`src/rtl/lmw_pkg.sv`:
```
package lmw_pkg;

  // Decoded target of a host access.
  typedef enum logic [1:0] {
    TGT_BASE = 2'd0,
    TGT_STAT = 2'd1,
    TGT_VOID = 2'd2,
    TGT_APER = 2'd3
  } tgt_e;

  // Word indices inside the register page.
  localparam int unsigned IDX_BASE = 0;
  localparam int unsigned IDX_STAT = 1;

  function automatic logic lo_bits_clear(input logic [1:0] lo);
    return lo == 2'b00;
  endfunction

endpackage

```
`src/rtl/lmw_decode.sv`:
```
module lmw_decode
  import lmw_pkg::*;
#(
  parameter int unsigned WIN_LOG2 = 11
) (
  input  logic [WIN_LOG2:0]   host_addr,
  output tgt_e                tgt,
  output logic                aligned,
  output logic [WIN_LOG2-3:0] word_off
);
  localparam int unsigned OFF_W = WIN_LOG2 - 2;

  always_comb begin
    word_off = host_addr[WIN_LOG2-1:2];
    aligned  = lo_bits_clear(host_addr[1:0]);
    if (host_addr[WIN_LOG2])
      tgt = TGT_APER;
    else if (word_off == OFF_W'(IDX_BASE))
      tgt = TGT_BASE;
    else if (word_off == OFF_W'(IDX_STAT))
      tgt = TGT_STAT;
    else
      tgt = TGT_VOID;
  end
endmodule

```
`src/rtl/lmw_regs.sv`:
```
module lmw_regs
  import lmw_pkg::*;
#(
  parameter int unsigned DATA_W   = 32,
  parameter int unsigned MEM_LOG2 = 19,
  parameter int unsigned WIN_LOG2 = 11,
  localparam int unsigned PAGE_W  = MEM_LOG2 - WIN_LOG2
) (
  input  logic              clk,
  input  logic              rst,
  input  logic              base_wr,
  input  logic [DATA_W-1:0] wdata,
  input  logic              err_set,
  input  tgt_e              rd_tgt,
  output logic [PAGE_W-1:0] page,
  output logic              err_q,
  output logic [DATA_W-1:0] rd_val
);
  logic [DATA_W-1:0] base_q;

  always_ff @(posedge clk) begin
    if (rst) begin
      base_q <= '0;
      err_q  <= 1'b0;
    end else begin
      if (base_wr) base_q <= wdata;
      if (err_set) err_q  <= 1'b1;
    end
  end

  // Only the bits above the window size pick the SRAM region.
  assign page = base_q[MEM_LOG2-1:WIN_LOG2];

  always_comb begin
    rd_val = '0;
    unique case (rd_tgt)
      TGT_BASE: rd_val = base_q;
      TGT_STAT: rd_val[0] = err_q;
      default:  rd_val = '0;
    endcase
  end


  base_hold_chk: assert property (@(posedge clk) disable iff (rst)
    $past(base_wr) |-> base_q == $past(wdata));


  err_sticky_chk: assert property (@(posedge clk) disable iff (rst)
    ($past(err_q) || $past(err_set)) |-> err_q);
endmodule

```
`src/rtl/lmw_sram_port.sv`:
```
module lmw_sram_port #(
  parameter int unsigned DATA_W = 32,
  parameter int unsigned PAGE_W = 8,
  parameter int unsigned OFF_W  = 9,
  localparam int unsigned AW    = PAGE_W + OFF_W
) (
  input  logic              clk,
  input  logic              rst,
  input  logic              go,
  input  logic              wr,
  input  logic [PAGE_W-1:0] page,
  input  logic [OFF_W-1:0]  off,
  input  logic [DATA_W-1:0] wdata,
  output logic              sram_en,
  output logic              sram_we,
  output logic [AW-1:0]     sram_addr,
  output logic [DATA_W-1:0] sram_wdata
);
  always_ff @(posedge clk) begin
    if (rst) begin
      sram_en    <= 1'b0;
      sram_we    <= 1'b0;
      sram_addr  <= '0;
      sram_wdata <= '0;
    end else begin
      sram_en <= go;
      sram_we <= go & wr;
      if (go) begin
        sram_addr  <= {page, off};
        sram_wdata <= wdata;
      end
    end
  end


  aper_wr_addr_chk: assert property (@(posedge clk) disable iff (rst)
    $past(go && wr) |-> (sram_en && sram_we && sram_addr == {$past(page), $past(off)}
                         && sram_wdata == $past(wdata)));


  aper_rd_addr_chk: assert property (@(posedge clk) disable iff (rst)
    $past(go && !wr) |-> (sram_en && !sram_we && sram_addr == {$past(page), $past(off)}));


  no_stray_mem_chk: assert property (@(posedge clk) disable iff (rst)
    !$past(go) |-> !sram_en);
endmodule

```
`src/rtl/lmw_rd_return.sv`:
```
module lmw_rd_return #(
  parameter int unsigned DATA_W = 32
) (
  input  logic              clk,
  input  logic              rst,
  input  logic              issue,
  input  logic              from_mem,
  input  logic [DATA_W-1:0] reg_val,
  input  logic [DATA_W-1:0] mem_rdata,
  output logic [DATA_W-1:0] rdata,
  output logic              rvalid
);
  logic              s1_v, s1_mem, s2_v, s2_mem;
  logic [DATA_W-1:0] s1_val, s2_val;

  // Stage 1 matches the SRAM command register, stage 2 the SRAM read cycle.
  always_ff @(posedge clk) begin
    if (rst) begin
      s1_v <= 1'b0; s1_mem <= 1'b0; s1_val <= '0;
      s2_v <= 1'b0; s2_mem <= 1'b0; s2_val <= '0;
      rvalid <= 1'b0; rdata <= '0;
    end else begin
      s1_v   <= issue;
      s1_mem <= from_mem;
      s1_val <= reg_val;
      s2_v   <= s1_v;
      s2_mem <= s1_mem;
      s2_val <= s1_val;
      rvalid <= s2_v;
      if (s2_v) rdata <= s2_mem ? mem_rdata : s2_val;
    end
  end


  rd_latency_chk: assert property (@(posedge clk) disable iff (rst)
    $past(issue, 3) |-> rvalid);


  no_extra_rvalid_chk: assert property (@(posedge clk) disable iff (rst)
    rvalid |-> $past(issue, 3));
endmodule

```
`src/rtl/lmw_bridge.sv`:
```
module lmw_bridge
  import lmw_pkg::*;
#(
  parameter int unsigned DATA_W   = 32,
  parameter int unsigned MEM_LOG2 = 19,
  parameter int unsigned WIN_LOG2 = 11,
  localparam int unsigned HA_W    = WIN_LOG2 + 1,
  localparam int unsigned OFF_W   = WIN_LOG2 - 2,
  localparam int unsigned PAGE_W  = MEM_LOG2 - WIN_LOG2,
  localparam int unsigned SAW     = MEM_LOG2 - 2
) (
  input  logic              clk,
  input  logic              rst,
  input  logic              host_req,
  input  logic              host_we,
  input  logic [HA_W-1:0]   host_addr,
  input  logic [DATA_W-1:0] host_wdata,
  output logic [DATA_W-1:0] host_rdata,
  output logic              host_rvalid,
  output logic              sram_en,
  output logic              sram_we,
  output logic [SAW-1:0]    sram_addr,
  output logic [DATA_W-1:0] sram_wdata,
  input  logic [DATA_W-1:0] sram_rdata
);
  tgt_e              tgt;
  logic              aligned;
  logic [OFF_W-1:0]  word_off;
  logic [PAGE_W-1:0] page;
  logic              err_q;
  logic [DATA_W-1:0] reg_val;
  logic              go, base_wr, err_set, issue, from_mem;

  lmw_decode #(.WIN_LOG2(WIN_LOG2)) u_dec (
    .host_addr (host_addr),
    .tgt       (tgt),
    .aligned   (aligned),
    .word_off  (word_off)
  );

  assign go       = host_req & aligned & (tgt == TGT_APER);
  assign base_wr  = host_req & host_we & aligned & (tgt == TGT_BASE);
  assign err_set  = host_req & ~aligned;
  assign issue    = host_req & ~host_we;
  assign from_mem = aligned & (tgt == TGT_APER);

  lmw_regs #(.DATA_W(DATA_W), .MEM_LOG2(MEM_LOG2), .WIN_LOG2(WIN_LOG2)) u_regs (
    .clk     (clk),
    .rst     (rst),
    .base_wr (base_wr),
    .wdata   (host_wdata),
    .err_set (err_set),
    .rd_tgt  (tgt),
    .page    (page),
    .err_q   (err_q),
    .rd_val  (reg_val)
  );

  lmw_sram_port #(.DATA_W(DATA_W), .PAGE_W(PAGE_W), .OFF_W(OFF_W)) u_port (
    .clk        (clk),
    .rst        (rst),
    .go         (go),
    .wr         (host_we),
    .page       (page),
    .off        (word_off),
    .wdata      (host_wdata),
    .sram_en    (sram_en),
    .sram_we    (sram_we),
    .sram_addr  (sram_addr),
    .sram_wdata (sram_wdata)
  );

  lmw_rd_return #(.DATA_W(DATA_W)) u_ret (
    .clk       (clk),
    .rst       (rst),
    .issue     (issue),
    .from_mem  (from_mem),
    .reg_val   (aligned ? reg_val : '0),
    .mem_rdata (sram_rdata),
    .rdata     (host_rdata),
    .rvalid    (host_rvalid)
  );


  reset_quiet_chk: assert property (@(posedge clk)
    rst |=> (!host_rvalid && !sram_en));


  misalign_drop_chk: assert property (@(posedge clk) disable iff (rst)
    (host_req && host_addr[1:0] != 2'b00) |=> (!sram_en && err_q));
endmodule

```
`config.mk`:
```
export PLATFORM = sky130hd
export DESIGN_NAME = lmw_bridge
export DESIGN_NICKNAME = d
export VERILOG_FILES = /design/src/rtl/lmw_pkg.sv /design/src/rtl/lmw_decode.sv /design/src/rtl/lmw_regs.sv /design/src/rtl/lmw_sram_port.sv /design/src/rtl/lmw_rd_return.sv /design/src/rtl/lmw_bridge.sv
export SDC_FILE = /design/constraint.sdc
export NUM_CORES = 1
export LEC_CHECK = 0
export ABC_AREA = 1
export BUFFER_PORTS_ARGS = -buffer_cell sky130_fd_sc_hd__buf_2
export CELL_PAD_IN_SITES_DETAIL_PLACEMENT = 0
export CELL_PAD_IN_SITES_GLOBAL_PLACEMENT = 1
export CORE_ASPECT_RATIO = 1.1
export CORE_MARGIN = 5
export CORE_UTILIZATION = 25
export DETAILED_ROUTE_END_ITERATION = 7
export PLACE_DENSITY_LB_ADDON = 0.3
export SETUP_SLACK_MARGIN = 0.02
export SYNTH_ARGS = -nofsm -noshare
export SYNTH_HDL_FRONTEND = slang
export SYNTH_SLANG_ARGS = --single-unit
```
`constraint.sdc`:
```
create_clock -name clk -period 1.31 [get_ports clk]
set_clock_uncertainty 0.2 [all_clocks]
set_input_delay 0.1965 -clock clk [delete_from_list [all_inputs] [get_ports clk]]
set_output_delay 0.1965 -clock clk [all_outputs]
set_load 0.01 [all_outputs]
```
==> results.sh, run 1 <==
export IMPL_synth_top_cell_by_area="dfxtp_1"
export IMPL_grtUsageTotal=0.123
export IMPL_syn_area_per_cell_um2=8.08
export IMPL_p_leak_nw=4.14
export IMPL_vias_per_cell=3.95
export IMPL_holdPathEnd="u_ret.s1_val[31]"
export IMPL_dr_pass1_iters=4
export IMPL_synthesis_area_um2=6810
export IMPL_ys_flop_type="dfxtp_1"
export IMPL_fp_row_count=63
export IMPL_hold_viol_final=0
export IMPL_synth_edf_count=0
export IMPL_r2r_worst_path_cells=3
export IMPL_status="completed"
export IMPL_syn_instance_count=843
export IMPL_grt_pass1_vias=5866
export IMPL_dieHeight_um=183
export IMPL_yosysTopAreaCellShare=0.544
export IMPL_clock_tree_root_cell="clkbuf_16"
export IMPL_max_freq_mhz=780
export IMPL_start_kind="flop"
export IMPL_gp_congestion=0.729
export IMPL_critPathCaptureType="output pin"
export IMPL_period_needed_ns=1.28
export IMPL_ys_ff_latch=185
export IMPL_worstPathMaxFanout=2
export IMPL_post_dp_hpwl_um=12500
export IMPL_yosysWarnings=0
export IMPL_grt_max_degree=49
export IMPL_crit_type="flop to output pin"
export IMPL_rsz0062_at_grt="yes"
export IMPL_setup_slack_ns=0.0284
export IMPL_critical_path_buf_inv_count=1
export IMPL_max_cap_violations=0
export IMPL_final_cells=1453
export IMPL_hold_depth=6
export IMPL_fp_coreArea_um2=27000
export IMPL_yosys_top_cells_count="dfxtp_1 (185), inv_1 (155), a21oi_1 (114)"
export IMPL_path_delay_family="flip-flops"
export IMPL_drtAntennaViolNets=0
export IMPL_syn_nets=923
export IMPL_path_cells="buf_6"
export IMPL_relSlewSlack=0.742
export IMPL_fp_dieArea_um2=30700
export IMPL_start_util=0.253
export IMPL_synth_area_top_cells="dfxtp_1 (54%), inv_1 (8.5%), a21oi_1 (8.4%)"
export IMPL_min_from="host_addr[10]"
export IMPL_io_pins=164
export IMPL_cpPeakStageDelay_ns=0.35
export IMPL_whs_ns=0.0721
export IMPL_insertion_delay_ns=0.44
export IMPL_drive_above_1_share=0.323
export IMPL_cts_htree_levels=4
export IMPL_slowest_stage="dfxtp_2"
export IMPL_grt_ovfl_total=0
export IMPL_yosysUniqueCellTypes=16
export IMPL_wire_per_inst_um=12.8
export IMPL_drtIter0Drc=292
export IMPL_diodes=0
export IMPL_antenna_found_initial=0
export IMPL_grt_pass1_wl_um=30700
export IMPL_worstMarginPinSlew_ns=0.387
export IMPL_post_place_ws_ns=-0.265
export IMPL_area_growth_pct=50.9
export IMPL_dieWidth_um=167
export IMPL_ys_seq_area_frac=0.544
export IMPL_cp_required_ns=0.91
export IMPL_cts_tree="yes"
export IMPL_num_vias=5739
export IMPL_clockBufferDepth=2
export IMPL_hold_path_class="primary input to flop"
export IMPL_rr_endpoint="u_ret.rdata[16]"
export IMPL_ir_worst_vdd_mv=0.607
export IMPL_yosysMostFrequentCell="dfxtp_1"
export IMPL_routed_wirelength_um=18500
export IMPL_crit_arrival_ns=0.89
export IMPL_clock_sinks=185
export IMPL_finalCritPeriodShare=0.978
export IMPL_rrSetupSlack_ns=0.16
export IMPL_cts_buffers=17
export IMPL_nets=1163
export IMPL_io_buffers=163
export IMPL_place_inst=1339
export IMPL_drc=0
export IMPL_synthArstFlopShare=0
export IMPL_power_density_nw_per_um2=1170
export IMPL_finalSetupViolations=0
export IMPL_slew_viol_final=0
export IMPL_startpoint="u_port.sram_wdata[21]"
export IMPL_cts_clk_slew_worst_paths_ns=0.07
export IMPL_r2r_start="u_ret.s2_v"
## per-stage QoR
stage	instance area (µm²)	setup TNS, ns	power (mW)	utilization
6_report	10300	0	12.0	0.381
5_1_grt	10300	-0.157	12.5	0.381
4_1_cts	10200	-0.00914	12.2	0.380
3_5_place_dp	8250	-19.47	6.59	0.306
3_3_place_gp	8250	-17.08	6.59	0.306
2_1_floorplan	6860	-0.530	6.21	-
## report_power, final
| part | switching (mW) | total [mW] | leakage [nW] | internal [mW] |
|---|---|---|---|---|
| clock | 2.37 | 5.23 | 0.286 | 2.87 |
| combinational | 0.436 | 0.974 | 2.32 | 0.538 |
| sequential | 0.0636 | 5.80 | 1.54 | 5.73 |
## area by class of cell
class / count / area (µm²)
Tap cell: 357 / 447
Timing Repair Buffer: 275 / 2550
Sequential cell: 185 / 3810
Clock buffer: 18 / 429
Inverter: 155 / 583
Fill cell: 2852 / 16700
Clock inverter: 14 / 160
Multi-Input combinational cell: 449 / 2300
## per-layer routing
metal  part of all wire  track usage  vias to the layer above
li1                   -            -                     3093
met1               0.48        0.163                     2513
met5                  0            0                        -
met2               0.46        0.200                      114
met3              0.041       0.0259                       19
met4              0.015       0.0422                        0
## registers in the layout, indices dropped and copies added, names as in the netlist
name and count:
u_ret.s2_mem 1, u_ret.s1_mem 1, u_regs.err_q 1, u_ret.s1_v 1, u_regs.base_q 32, u_ret.rvalid 1
u_port.sram_wdata 32, u_ret.rdata 32, u_ret.s2_v 1, u_port.sram_en 1, u_port.sram_addr 17, u_port.sram_we 1
u_ret.s1_val 32, u_ret.s2_val 32
## how the worst max path moves through the flow
stage                       endpoint  slack, ns  depth (start not counted)
6_report              sram_wdata[21]       0.03                          1
2_1_floorplan  u_port.sram_wdata[22]      -0.01                          5
5_1_grt               sram_wdata[21]      -0.03                          1
3_3_place_gp        u_ret.s1_val[22]      -0.23                          9
4_1_cts               sram_wdata[21]     -0.009                          1
3_5_place_dp        u_regs.base_q[9]      -0.26                          9
## what timing repair did
action,4_1_cts,5_1_grt
setup buffers,0,5
gates resized for setup,169,3
hold endpoints to repair,109,0
setup endpoints to repair,84,77
hold buffers,77,0
## cell usage in the layout (no fill, tap or decap)
| master | netlist | layout |
|---|---|---|
| dfxtp_1 | 185 | 101 |
| dlygate4sd3_1 | 0 | 77 |
| buf_4 | 0 | 21 |
| dfxtp_2 | 0 | 84 |
| clkbuf_1 | 35 | 1 |
| a21oi_1 | 114 | 114 |
| nand3_1 | 3 | 2 |
| nand2_1 | 72 | 72 |
| buf_2 | 4 | 79 |
| inv_2 | 0 | 1 |
| inv_1 | 155 | 153 |
| buf_12 | 0 | 14 |
| nor2_1 | 109 | 107 |
| clkinv_4 | 0 | 1 |
| clkinv_2 | 0 | 3 |
| clkinvlp_4 | 0 | 2 |
| nand3_4 | 0 | 1 |
| bufinv_16 | 0 | 2 |
| inv_6 | 0 | 5 |
| buf_6 | 6 | 84 |
| nor2_4 | 33 | 33 |
| inv_8 | 0 | 2 |
| nand2_4 | 0 | 2 |
| nor3b_1 | 1 | 1 |
| clkbuf_16 | 0 | 17 |
| o21ai_0 | 82 | 82 |
| nor2_2 | 1 | 3 |
| nand4_1 | 32 | 32 |
## kinds of logic (layout without fill, tap and decap cells)
group	count (synthesis)	in the layout	share of synthesized area
AOI/OAI and AO/OA	196	196	0.144
buffers and inverters	209	462	0.123
DFF	185	185	0.544
and+or+nand+nor	253	253	0.190
Note: power is estimated with default switching activity, not from simulation.
==> inputs of run 2 (changes only) <==
- CORE_ASPECT_RATIO: 1.1 -> default
==> results.sh, run 2 (synthesis gave the netlist of run 1 again) <==
export IMPL_slew_viol_final=0
export IMPL_r2r_worst_path_cells=5
export IMPL_cts_tree="yes"
export IMPL_clockBufferDepth=2
export IMPL_nets=1171
export IMPL_fp_coreArea_um2=26900
export IMPL_post_place_ws_ns=-0.268
export IMPL_dieHeight_um=175
export IMPL_critical_path_buf_inv_count=1
export IMPL_hold_viol_final=0
export IMPL_drive_above_1_share=0.340
export IMPL_cts_clk_slew_worst_paths_ns=0.06
export IMPL_rsz0062_at_grt="yes"
export IMPL_hold_depth=4
export IMPL_rr_endpoint="u_ret.rdata[4]"
export IMPL_path_delay_family="flip-flops"
export IMPL_crit_arrival_ns=0.88
export IMPL_drtIter0Drc=269
export IMPL_routed_wirelength_um=18700
export IMPL_clock_sinks=185
export IMPL_grt_ovfl_total=0
export IMPL_area_growth_pct=52.2
export IMPL_cts_htree_levels=4
export IMPL_cp_required_ns=0.91
export IMPL_worstPathMaxFanout=2
export IMPL_vias_per_cell=4.02
export IMPL_cp_num_cells=1
export IMPL_antenna_found_initial=2
export IMPL_worstMarginPinSlew_ns=0.398
export IMPL_dr_pass1_iters=4
export IMPL_relSlewSlack=0.735
export IMPL_status="completed"
export IMPL_dieWidth_um=175
export IMPL_io_pins=164
export IMPL_io_buffers=163
export IMPL_wire_per_inst_um=13.0
export IMPL_finalSetupViolations=0
export IMPL_rrSetupSlack_ns=0.07
export IMPL_path_cells="buf_6"
export IMPL_fp_dieArea_um2=30600
export IMPL_cpPeakStageDelay_ns=0.35
export IMPL_max_cap_violations=0
export IMPL_setup_slack_ns=0.0349
export IMPL_r2r_start="u_ret.s2_v"
export IMPL_clock_tree_root_cell="clkbuf_16"
export IMPL_grt_pass1_vias=5889
export IMPL_crit_type="flop to output pin"
export IMPL_num_vias=5808
export IMPL_placed_area_um2=8270
export IMPL_post_dp_hpwl_um=12700
export IMPL_period_needed_ns=1.28
export IMPL_gp_congestion=0.755
export IMPL_hold_path_class="primary input to flop"
export IMPL_start_kind="flop"
export IMPL_whs_ns=0.0400
export IMPL_holdPathEnd="u_regs.err_q"
export IMPL_fp_row_count=60
export IMPL_slowest_stage="dfxtp_2"
export IMPL_design_area_um2=10400
export IMPL_cts_buffers=17
export IMPL_drtAntennaViolNets=0
export IMPL_drc=0
export IMPL_insertion_delay_ns=0.42
export IMPL_start_util=0.253
export IMPL_final_cells=1444
export IMPL_min_from="host_addr[0]"
export IMPL_grtUsageTotal=0.123
export IMPL_grt_pass1_wl_um=30600
export IMPL_finalCritPeriodShare=0.973
export IMPL_power_density_nw_per_um2=1150
export IMPL_p_leak_nw=4.16
export IMPL_layout_common_cells="inv_1 (153), nor2_1 (106), dfxtp_1 (102)"
export IMPL_critPathCaptureType="output pin"
export IMPL_ir_worst_vdd_mv=0.583
export IMPL_max_freq_mhz=784
export IMPL_layout_commonest_cell="inv_1"
export IMPL_grt_max_degree=56
export IMPL_place_inst=1331
==> run 2: changes by cell type in the layout (fill, tap and decap cells not counted), moves of 2 or more <==
cell / previous run / this run
buf_6: 84 / 89
buf_4: 21 / 26
inv_6: 5 / 3
clkinvlp_4: 2 / 4
a21oi_2: 0 / 14
a21oi_1: 114 / 100
==> run 2: worst min-delay path, delay by kind of cell <==
kind	cells	cell delay [ns]
AOI/OAI and AO/OA	1	0.13
buffers and inverters	2	0.22
and+or+nand+nor	1	0.06
==> run 2: worst max path at each step <==
| stage | startpoint | end | slack [ns] |
|---|---|---|---|
| 2_1_floorplan | host_addr[1] | u_port.sram_wdata[22] | -0.01 |
| 3_5_place_dp | host_addr[1] | u_ret.s1_val[31] | -0.27 |
| 4_1_cts | u_port.sram_addr[16] | sram_addr[16] | 0.006 |
| 5_1_grt | host_addr[10] | u_ret.s1_val[0] | -0.01 |
| 6_report | u_port.sram_addr[16] | sram_addr[16] | 0.03 |
| 3_3_place_gp | host_addr[1] | u_ret.s1_val[23] | -0.24 |
==> run 2: layout make-up <==
class                           count  area, µm²
Inverter                          155        587
Timing Repair Buffer              283       2610
Antenna cell                        1       2.50
Clock inverter                     12        143
Tap cell                          341        427
Fill cell                        2724      16500
Multi-Input combinational cell    449       2360
Sequential cell                   185       3810
Clock buffer                       18        429
==> run 2: report_power, final <==
part / total, mW / switching (mW) / internal, mW
logic: 1.01 / 0.451 / 0.557
clock network: 5.07 / 2.24 / 2.83
registers: 5.80 / 0.0646 / 5.73
==> run 2: layer usage <==
metal	track usage	vias up	part of all wire	routed length (µm)
met5	0	-	0	0
met3	0.0223	22	0.031	578
met2	0.196	111	0.46	8530
met1	0.168	2564	0.50	9290
met4	0.0409	0	0.017	316
li1	-	3111	-	-
==> run 2: per-stage QoR <==
step                 util  total power [mW]  setup TNS (ns)
finish              0.386              11.9               0
global route        0.386              12.4         -0.0310
CTS                 0.378              12.1               0
detailed placement  0.308              6.60          -26.34
global placement    0.308              6.60          -24.17
floorplan               -              6.21          -0.530
==> run 2: timing repair <==
item                                   in CTS  in global routing
hold buffers                               76                  0
cloned                                      0                  0
gates resized for setup                   160                 32
pin swaps                                   0                  0
setup buffers                               2                  4
setup endpoints to repair                 106                 93
endpoints found under the hold margin     109                  0
